<file path="config.mk">
export PLATFORM = sky130hd
export DESIGN_NAME = ddr_burst_sram
export DESIGN_NICKNAME = d
export VERILOG_FILES = /design/src/rtl/ddr_sram_pkg.sv /design/src/rtl/ddr_sram_ctrl.sv /design/src/rtl/ddr_sram_datapath.sv /design/src/rtl/ddr_burst_sram.sv
export SDC_FILE = /design/constraint.sdc
export NUM_CORES = 1
export LEC_CHECK = 0
export BUFFER_PORTS_ARGS = -buffer_cell sky130_fd_sc_hd__buf_2
export CAP_MARGIN = 20
export CORE_MARGIN = 10
export CORE_UTILIZATION = 60
export DETAILED_ROUTE_END_ITERATION = 7
export HOLD_SLACK_MARGIN = 0.1
export PLACE_DENSITY_LB_ADDON = 0.3
export SYNTH_ARGS = -nofsm -noshare
export SYNTH_HDL_FRONTEND = slang
export SYNTH_SLANG_ARGS = --single-unit
</file>
<file path="constraint.sdc">
create_clock -name clk -period 5.1 [get_ports clk]
set_input_delay 0.51 -clock clk [delete_from_list [all_inputs] [get_ports clk]]
set_output_delay 0.51 -clock clk [all_outputs]
set_load 0.1 [all_outputs]
</file>
<file path="src/rtl/ddr_sram_pkg.sv">
`timescale 1ns/1ps
package ddr_sram_pkg;

  // Strobes handed from control to datapath for the current beat.
  typedef struct packed {
    logic kEdge;     // the coming edge is a K edge
    logic capFirst;  // capture first write word on the coming edge
    logic commit;    // write the word pair on the coming edge
    logic launch;    // drive one read word on the coming edge
  } beatStrobes_t;

  function automatic bit wideWords(int wordW);
    return wordW >= 18;
  endfunction

endpackage

</file>
<file path="src/rtl/ddr_sram_ctrl.sv">
`timescale 1ns/1ps
module ddr_sram_ctrl
  import ddr_sram_pkg::*;
#(
  parameter int ADDR_W = 4,
  parameter bit WIDE   = 1'b1,
  localparam int LOC_W = WIDE ? ADDR_W - 1 : ADDR_W
) (
  input  logic              clk,
  input  logic              rst_n,
  input  logic              loadN,
  input  logic              readSel,
  input  logic [ADDR_W-1:0] addr,
  output beatStrobes_t      strb,
  output logic [LOC_W-1:0]  wrLoc,
  output logic              wrWord,
  output logic [LOC_W-1:0]  rdLoc,
  output logic              rdWord
);

  localparam int WR_STAGES = 3;
  localparam int RD_STAGES = 4;

  logic                 phase;
  logic                 kEdge;
  logic                 newWr;
  logic                 newRd;
  logic [WR_STAGES-1:0] wrSh;
  logic [RD_STAGES-1:0] rdSh;
  logic [ADDR_W-1:0]    wrA [WR_STAGES];
  logic [ADDR_W-1:0]    rdA [RD_STAGES];

  function automatic logic [LOC_W-1:0] locOf(logic [ADDR_W-1:0] a);
    return LOC_W'(a >> (WIDE ? 1 : 0));
  endfunction

  function automatic logic startOf(logic [ADDR_W-1:0] a);
    return WIDE ? a[0] : 1'b0;
  endfunction

  assign kEdge = ~phase;
  assign newWr = kEdge & ~loadN & ~readSel;
  assign newRd = kEdge & ~loadN &  readSel;

  always_ff @(posedge clk or negedge rst_n) begin
    if (!rst_n) begin
      phase <= 1'b0;
      wrSh  <= '0;
      rdSh  <= '0;
      for (int i = 0; i < WR_STAGES; i++) wrA[i] <= '0;
      for (int i = 0; i < RD_STAGES; i++) rdA[i] <= '0;
    end else begin
      phase  <= ~phase;
      wrSh   <= {wrSh[WR_STAGES-2:0], newWr};
      rdSh   <= {rdSh[RD_STAGES-2:0], newRd};
      wrA[0] <= addr;
      rdA[0] <= addr;
      for (int i = 1; i < WR_STAGES; i++) wrA[i] <= wrA[i-1];
      for (int i = 1; i < RD_STAGES; i++) rdA[i] <= rdA[i-1];
    end
  end

  always_comb begin
    strb.kEdge    = kEdge;
    strb.capFirst = wrSh[1];
    strb.commit   = wrSh[2];
    strb.launch   = rdSh[2] | rdSh[3];
    wrLoc         = locOf(wrA[2]);
    wrWord        = startOf(wrA[2]);
    if (rdSh[2]) begin
      rdLoc  = locOf(rdA[2]);
      rdWord = startOf(rdA[2]);
    end else begin
      rdLoc  = locOf(rdA[3]);
      rdWord = ~startOf(rdA[3]);
    end
  end

  // the edge after a K# edge never carries a freshly accepted command
  p_cmd_on_k_only_r1: assert property (@(posedge clk) disable iff (!rst_n)
    phase |=> (!wrSh[0] && !rdSh[0]));

  // two read bursts never compete for the same launch beat
  p_no_launch_clash_r3: assert property (@(posedge clk) disable iff (!rst_n)
    $onehot0({rdSh[2], rdSh[3]}));

  // array write and read launch never fall on the same edge
  p_no_rw_collide_r9: assert property (@(posedge clk) disable iff (!rst_n)
    !(strb.commit && strb.launch));

endmodule

</file>
<file path="src/rtl/ddr_sram_datapath.sv">
`timescale 1ns/1ps
module ddr_sram_datapath
  import ddr_sram_pkg::*;
#(
  parameter int WORD_W = 18,
  parameter int LOC_W  = 3,
  localparam int LOCS  = 1 << LOC_W
) (
  input  logic              clk,
  input  logic              rst_n,
  input  beatStrobes_t      strb,
  input  logic [LOC_W-1:0]  wrLoc,
  input  logic              wrWord,
  input  logic [LOC_W-1:0]  rdLoc,
  input  logic              rdWord,
  input  logic [WORD_W-1:0] dIn,
  input  logic              useOutClk,
  output logic [WORD_W-1:0] qOut,
  output logic              qEn,
  output logic              echoClk
);

  logic [WORD_W-1:0] mem [LOCS][2];
  logic [WORD_W-1:0] hold;
  logic [WORD_W-1:0] qK, qC;
  logic              qEnK, qEnC;
  logic              cqK, cqC;

  // Array and first-word holding register: no reset needed.
  always_ff @(posedge clk) begin
    if (strb.capFirst) hold <= dIn;
    if (strb.commit) begin
      mem[wrLoc][wrWord]  <= hold;
      mem[wrLoc][~wrWord] <= dIn;
    end
  end

  // Output stage on the input-clock grid, then one beat later for the output-clock grid.
  always_ff @(posedge clk or negedge rst_n) begin
    if (!rst_n) begin
      qK   <= '0;
      qEnK <= 1'b0;
      cqK  <= 1'b0;
      qC   <= '0;
      qEnC <= 1'b0;
      cqC  <= 1'b0;
    end else begin
      qEnK <= strb.launch;
      qK   <= strb.launch ? mem[rdLoc][rdWord] : '0;
      cqK  <= strb.kEdge;
      qC   <= qK;
      qEnC <= qEnK;
      cqC  <= cqK;
    end
  end

  assign qOut    = useOutClk ? qC   : qK;
  assign qEn     = useOutClk ? qEnC : qEnK;
  assign echoClk = useOutClk ? cqC  : cqK;

  // a pair is committed only right after its first word was captured
  p_commit_after_cap_r2: assert property (@(posedge clk) disable iff (!rst_n)
    strb.commit |-> $past(strb.capFirst));

  // every burst on the K grid lasts two beats
  p_burst_pair_r3: assert property (@(posedge clk) disable iff (!rst_n)
    $rose(qEnK) |=> qEnK);

  // the output-clock grid follows the K grid one beat later
  p_c_lag_r4: assert property (@(posedge clk) disable iff (!rst_n)
    qEnK |=> qEnC);

  // idle output is zero
  p_idle_zero_r7: assert property (@(posedge clk) disable iff (!rst_n)
    !qEnK |-> (qK == '0));

  // first word of a burst rides the low half of the echo clock
  p_first_word_low_r8: assert property (@(posedge clk) disable iff (!rst_n)
    $rose(qEnK) |-> !cqK);

endmodule

</file>
<file path="src/rtl/ddr_burst_sram.sv">
`timescale 1ns/1ps
module ddr_burst_sram
  import ddr_sram_pkg::*;
#(
  parameter int WORD_W = 18,
  parameter int ADDR_W = 4
) (
  input  logic              clk,
  input  logic              rst_n,
  input  logic              loadN,
  input  logic              readSel,
  input  logic [ADDR_W-1:0] addr,
  input  logic [WORD_W-1:0] dIn,
  input  logic              useOutClk,
  output logic [WORD_W-1:0] qOut,
  output logic              qEn,
  output logic              echoClk,
  output logic              echoClkN
);

  localparam bit WIDE  = wideWords(WORD_W);
  localparam int LOC_W = WIDE ? ADDR_W - 1 : ADDR_W;

  beatStrobes_t     strb;
  logic [LOC_W-1:0] wrLoc, rdLoc;
  logic             wrWord, rdWord;

  ddr_sram_ctrl #(.ADDR_W(ADDR_W), .WIDE(WIDE)) uCtrl (
    .clk(clk), .rst_n(rst_n), .loadN(loadN), .readSel(readSel), .addr(addr),
    .strb(strb), .wrLoc(wrLoc), .wrWord(wrWord), .rdLoc(rdLoc), .rdWord(rdWord)
  );

  ddr_sram_datapath #(.WORD_W(WORD_W), .LOC_W(LOC_W)) uData (
    .clk(clk), .rst_n(rst_n), .strb(strb), .wrLoc(wrLoc), .wrWord(wrWord),
    .rdLoc(rdLoc), .rdWord(rdWord), .dIn(dIn), .useOutClk(useOutClk),
    .qOut(qOut), .qEn(qEn), .echoClk(echoClk)
  );

  assign echoClkN = ~echoClk;

endmodule

</file>
==> summary.txt, run 1 <==
STA
  – Final Hold Fails: 0
  – Slew Limit Fails: 0
  – Max_slew headroom: 0.360
  – Worst Clk Skew: between 0.01 and 0.015 ns
  – Period utilisation layout: 0.597
  – RSZ-0062 raised after global routing: no
  – Setup TNS: 0 ns
  – Max Fclk: about 330 MHz
  – Slew @ Worst Pin: roughly 0.96 ns
  – Tmin final: 3.04 ns
  – Setup Viol. Count Final: 0

Final layout
  – Area grow syn2layout: 12.9%
  – Final instance area: about 16,000 µm²
  – N_diodes: 0
  – Fraction of layout cells with a size suffix above 1: 0.240
  – Nets: between 900 and 1,000
  – Util after Layout: 0.695

Critical path
  – CP Class: flip-flop to flip-flop
  – Critical-path cell list: mux2_4, buf_12, mux4_2, a22oi_1, o21ai_1
  – WP buf/inv: 1
  – CP endpoint kind: flip-flop
  – Worst Path Arrival: approximately 3.4 ns
  – CP max stage delay: between 0.9 and 1 ns
  – Top delay family on crit path: multiplexers
  – Worst setup SP type: flip-flop
  – Slowest-stage cell, CP: mux2_4
  – Max FO, Critical Path: 63
  – Data required, critical path: 5.49 ns

Floorplanning
  – Chip width: between 150 and 200 µm
  – Die Y: 173 µm
  – IO Count: 48
  – Std cell rows: 55
  – Starting Density: 0.615
  – Die area: between 20,000 and 30,000 µm²
  – Std-Cell Core Area: roughly 23,000 µm²

Run status
  – Status: complete, no violations

Clocking
  – H-tree depth: 2
  – Root buffer cell: clkbuf_16
  – Clock sinks: ~370
  – Clock Latency Late Sink: 0.51 ns
  – Post-CTS Setup Bufs: 0
  – Longest Clk Path Bufs: 3
  – Clk pin slew, worst setup/hold paths: 0.06 ns
  – CTS tree: built
  – TritonCTS Buffers: 36

Pwr
  – Power Dens Cells: 390 nW/µm²
  – Worst vdd ir: 219 µV
  – Pleak: 5.61 nW

Synth
  – Cells after Synth: 826
  – Mapped Area: 14,000 µm²
  – Avg Inst Size Synth: 17.0 µm²
  – Async SR Flop Fraction: 0.171
  – Post-synth top area share: 0.656
  – Yosys warns: 0
  – Largest area contributor in the netlist: edfxtp_1
  – Post-synth top flop: edfxtp_1
  – Synth Register Bits: 369
  – Syn nets: 853
  – Register area share after synthesis: 0.768
  – Count leader, synth: edfxtp_1
  – Number of synthesized flops with an enable pin: 306
  – Top post-synthesis cells by area: edfxtp_1, dfrtp_1, mux4_2
  – Yosys cell types: 33
  – Synth top cells by count: edfxtp_1, nand2_1, nand3_1

Routing
  – Routed Wire Length: a little under 30,000 µm
  – Wire length per cell: 23.8 µm
  – DRT Pass-1 Iters: 5
  – Remaining DRCs: 0
  – DR vias/cell: 6.12
  – Vias: between 7,000 and 8,000
  – DR iter-0 viols: 662
  – ANT nets after route: 0

Global routing
  – Vias in the first global route: 7,756
  – Largest net degree at the start of global routing: 64
  – Global-route wire length before repair: 45,400 µm
  – Overflow after GRT: 0
  – Antenna violations before repair: 0
  – GRT Total Usage: 0.196

Place
  – IO buf count: 47
  – Placement Cell Area: 14,700 µm²
  – DPL Wire Length: 16,000 µm
  – GP Congestion: about 0.75

Hold path
  – Hold Path Class: input port to flip-flop

Flow run
  – Max-cap violations: 0
[where the power goes]
part           switching, W  internal (W)  leakage (nW)
Sequential        0.0000253       0.00331          3.58
Clock               0.00103       0.00136         0.518
Combinational      0.000317      0.000133          1.51
Total               0.00137       0.00480          5.61
[state kept, by name, indices dropped and copies added (netlist names), 3 cells and up]
| register | flops |
|---|---|
| uCtrl.rdA | 4 |
| uCtrl.rdSh | 4 |
| uCtrl.wrA | 8 |
| uCtrl.wrLoc | 3 |
| uCtrl.wrSh | 3 |
| uData.hold | 18 |
| uData.mem | 288 |
| uData.qC | 18 |
| uData.qK | 18 |
[routing by layer]
layer  part of all wire  track usage  wire, µm
met3              0.085       0.0399      2520
met4              0.031       0.0762       925
met1               0.40        0.262     11800
met5                  0            0         0
met2               0.48        0.313     14300
[cells by family after synthesis]
group                  Yosys count  synth area share
DFF                            369             0.768
and+or+nand+nor                240            0.0739
muxes                          108             0.113
AOI/OAI and AO/OA               65            0.0296
buffers and inverters           44            0.0153
[final cells by class]
| cell class | instances | area [µm²] |
|---|---|---|
| inverter | 5 | 18.8 |
| multi-input combinational | 413 | 3110 |
| clock buffer | 53 | 996 |
| timing repair buffer | 74 | 480 |
| clock inverter | 11 | 58.8 |
| fill | 1396 | 6960 |
| tap | 313 | 392 |
| sequential | 369 | 10800 |
[per-stage QoR]
stage	power [W]	hold slack, ns	cells	worst slack [ns]
5_1_grt	0.00637	0.104	1238	1.83
2_1_floorplan	0.00372	0.214	826	1.55
3_3_place_gp	0.00383	0.337	1168	2.17
6_report	0.00618	0.109	1238	2.06
4_1_cts	0.00620	0.104	1237	2.03
3_5_place_dp	0.00384	0.336	1169	2.05
[cell usage in the layout (no fill, tap or decap), drive strengths merged, types with 8 or more instances in the layout]
master,n
nand2,138
edfxtp,306
nor2,8
buf,70
dfrtp,63
o21ai,20
clkinv,9
a21oi,16
nand3,81
mux4,34
mux2,58
a22oi,17
mux2i,16
clkbuf,53
[worst paths after layout]
kind | start | endpoint | slack [ns] | depth (start not counted)
min in group asynchronous | rst_n | uCtrl.wrLoc[0]$_DFF_PN0_ | 0.40 | 2
worst min-delay path | addr[2] | uCtrl.wrA[10]$_DFF_PN0_ | 0.11 | 1
worst min register to register | uCtrl.wrA[9]$_DFF_PN0_ | uCtrl.wrA[5]$_DFF_PN0_ | 0.35 | 0
worst max-delay path | uCtrl.rdSh[2]$_DFF_PN0_ | uData.qK[15]$_DFF_PN0_ | 2.06 | 5
worst max register to register | uCtrl.rdSh[2]$_DFF_PN0_ | uData.qK[15]$_DFF_PN0_ | 2.06 | 5
max in group asynchronous | rst_n | uData.qK[6]$_DFF_PN0_ | 3.70 | 3
[repair_timing]
action	CTS	global route
gates resized for setup	0	0
setup endpoints to repair	0	0
hold buffers	4	0
hold endpoints to repair	13	0
Note: power is estimated with default switching activity, not from simulation.
==> run 2, diff against run 1 <==
- clock period: 5.1 -> 2.9 ns (I/O delays scaled with it)
==> run 2 against run 1 <==
Clock power increased by 97%; routed wire length up 9.7%; sequential share of layout area fell by 2.1 points; global-route usage up 1.8 points; flip-flop and latch count did not move.
==> summary.txt, run 2 (synthesis gave the netlist of run 1 again) <==
Run status
  – Status: complete, no violations

STA
  – Tmin final: 2.36 ns (-0.688 ns)
  – Setup Viol. Count Final: 0 (unchanged)
  – Hold Worst Slack: 0.351 ns (+0.242 ns)
  – Slew @ Worst Pin: 0.846 ns (-0.114 ns)
  – Max_slew headroom: 0.436 (+0.0760)
  – RSZ-0062 raised after global routing: no
  – Slew Limit Fails: 0 (unchanged)
  – Final WS setup: 0.544 ns (-1.51 ns)
  – Max Fclk: 424 MHz (+29%)
  – Worst Clk Skew: 0.0110 ns (-0.00111 ns)
  – Final Hold Fails: 0 (unchanged)
  – Period utilisation layout: 0.812 (+0.216)

Final layout
  – FILL cells: 1,348 (-3.4%)
  – Multi-input gate area: 3100 µm² (-0.24%)
  – N_diodes: 0 (unchanged)
  – Largest register FFs: 288 (unchanged)
  – Top reg by flops: uData.mem
  – Area grow syn2layout: 16.6%
  – Nets: 957 (+3.3%)
  – Util after Layout: 0.717 (+0.0225)
  – Fraction of layout cells with a size suffix above 1: 0.241 (+0.000625)
  – Reg area: 10,800 µm² (unchanged)
  – Commonest cells after routing, fill and taps aside: edfxtp_1, nand2_1, nand3_1
  – Most common cell after layout, fill and taps aside: edfxtp_1

Clocking
  – # resized after CTS: 0 (unchanged)
  – Clock sinks: 369 (unchanged)
  – TritonCTS Buffers: 38 (+5.6%)
  – CTS tree: built
  – Clk pin slew, worst setup/hold paths: 0.06 ns (about the same)
  – H-tree depth: 2 (unchanged)
  – Longest Clk Path Bufs: 3 (unchanged)
  – Hold Buf Count CTS: 26 (+22)
  – Post-CTS Setup Bufs: 0 (unchanged)
  – Clock Latency Late Sink: 0.53 ns (+0.02 ns)
  – Root buffer cell: clkbuf_16

Place
  – DPL Wire Length: 17,700 µm (+11%)
  – Dpl ws: 0.648 ns (-1.40 ns)
  – IO buf count: 47 (unchanged)
  – GP Congestion: 0.770 (+2.2%)

Floorplanning
  – Starting Density: 0.615 (unchanged)
  – Die Y: 173 µm (unchanged)
  – Die area: 29,900 µm² (unchanged)
  – Std cell rows: 55 (unchanged)
  – Std-Cell Core Area: 22,800 µm² (unchanged)
  – Chip width: 173 µm (unchanged)
  – IO Count: 48 (unchanged)

Pwr
  – Power Dens Cells: 700 nW/µm² (+79%)
  – Pleak: 5.84 nW (+4.1%)
  – Worst vdd ir: 398 µV (+82%)

Routing
  – DR vias/cell: 6.19 (+1.1%)
  – DRT Pass-1 Iters: 8 (+3)
  – ANT nets after route: 0 (unchanged)
  – Wire length per cell: 25.4 µm (+6.7%)
  – Vias: 7,879 (+4.0%)
  – Remaining DRCs: 0 (unchanged)
  – DR iter-0 viols: 1,021 (+54%)
  – Routed Wire Length: 32,400 µm (+9.7%)

Critical path
  – Max FO, Critical Path: 11 (-83%)
  – FF-to-FF End: uData.qK[12]$_DFF_PN0_
  – Slowest-stage cell, CP: o22ai_1
  – Worst setup SP type: flip-flop
  – Worst reg2reg startpoint: uCtrl.wrLoc[2]$_DFF_PN0_
  – R2r worst-path depth: 6 (+1)
  – Cell mode on critical path: nand3_1
  – R2R setup slack: 0.54 ns (-1.51 ns)
  – CP endpoint kind: flip-flop
  – CP Class: flip-flop to flip-flop
  – Data required, critical path: 3.30 ns (-2.19 ns)
  – Critical-path cell list: nand2_1, o22ai_1, buf_4, nand3_1, nand3_1, o21ai_1
  – Worst Path Arrival: 2.75 ns (-0.68 ns)
  – CP max stage delay: 0.72 ns (-0.20 ns)

Global routing
  – Global-route wire length before repair: 49,400 µm (+8.8%)
  – Vias in the first global route: 8,155 (+5.1%)
  – Overflow after GRT: 0 (unchanged)
  – GRT Total Usage: 0.214 (+0.0181)
  – Antenna violations before repair: 0 (unchanged)
  – Largest net degree at the start of global routing: 48 (-25%)

Hold path
  – WHS Path Cells: 0 (-1)
  – Hold path endpoint: uCtrl.wrA[4]$_DFF_PN0_
  – Hold path start: uCtrl.wrA[8]$_DFF_PN0_
  – Hold Path Class: flip-flop to flip-flop

Flow run
  – Max-cap violations: 0 (unchanged)
run 2: cell types whose count changed in the layout (fill, tap and decap cells not counted), sizes merged:
cell         before  now
inv               7    6
buf              70   77
clkinv            9   14
bufinv            0    2
dlygate4sd3       4   26
run 2: power breakdown:
group | switching, W | internal [W] | total (W)
registers | 0.0000411 | 0.00583 | 0.00587
logic | 0.000587 | 0.000271 | 0.000858
clock network | 0.00193 | 0.00278 | 0.00471
total | 0.00256 | 0.00888 | 0.0114
run 2: through the flow:
stage	TNS [ns]	total power, W	instance area [µm²]	instances
2_1_floorplan	-46.82	0.00653	14000	826
3_3_place_gp	0	0.00677	14900	1177
3_5_place_dp	0	0.00680	14900	1177
4_1_cts	0	0.0115	16300	1273
5_1_grt	0	0.0117	16300	1273
6_report	0	0.0114	16300	1273
run 2: cell type report:
cell class                      count  area share
Tap cell                          313      0.0240
Clock inverter                     17     0.00781
Inverter                            5     0.00115
Clock buffer                       53      0.0662
Sequential cell                   369       0.659
Timing Repair Buffer              103      0.0518
Multi-Input combinational cell    413       0.190
run 2: how the worst max path moves through the flow:
stage / start / to / slack (ns)
finish: uCtrl.wrLoc[2]$_DFF_PN0_ / uData.qK[12]$_DFF_PN0_ / 0.54
global route: uCtrl.wrLoc[2]$_DFF_PN0_ / uData.qK[13]$_DFF_PN0_ / 0.43
CTS: uCtrl.wrLoc[2]$_DFF_PN0_ / uData.qK[12]$_DFF_PN0_ / 0.60
detailed placement: uCtrl.wrLoc[0]$_DFF_PN0_ / uData.qK[12]$_DFF_PN0_ / 0.65
global placement: uCtrl.wrLoc[2]$_DFF_PN0_ / uData.qK[9]$_DFF_PN0_ / 0.77
floorplan: uCtrl.wrLoc[2]$_DFF_PN0_ / uData.mem[1][0]$_DFFE_PP_ / -0.65
run 2: worst max-delay path, delay by kind of cell (launching register included):
family | cells | cell delay, ns
AO/OA/AOI/OAI | 2 | 0.80
buffers and inverters | 1 | 0.34
flip-flops | 1 | 0.57
AND/OR/NAND/NOR | 3 | 0.51
run 2: routing by layer:
metal / global-route usage / vias up / part of all wire
li1: - / 3377 / -
met1: 0.291 / 3961 / 0.39
met2: 0.340 / 469 / 0.48
met3: 0.0451 / 72 / 0.11
met4: 0.0733 / 0 / 0.025
met5: 0 / - / 0
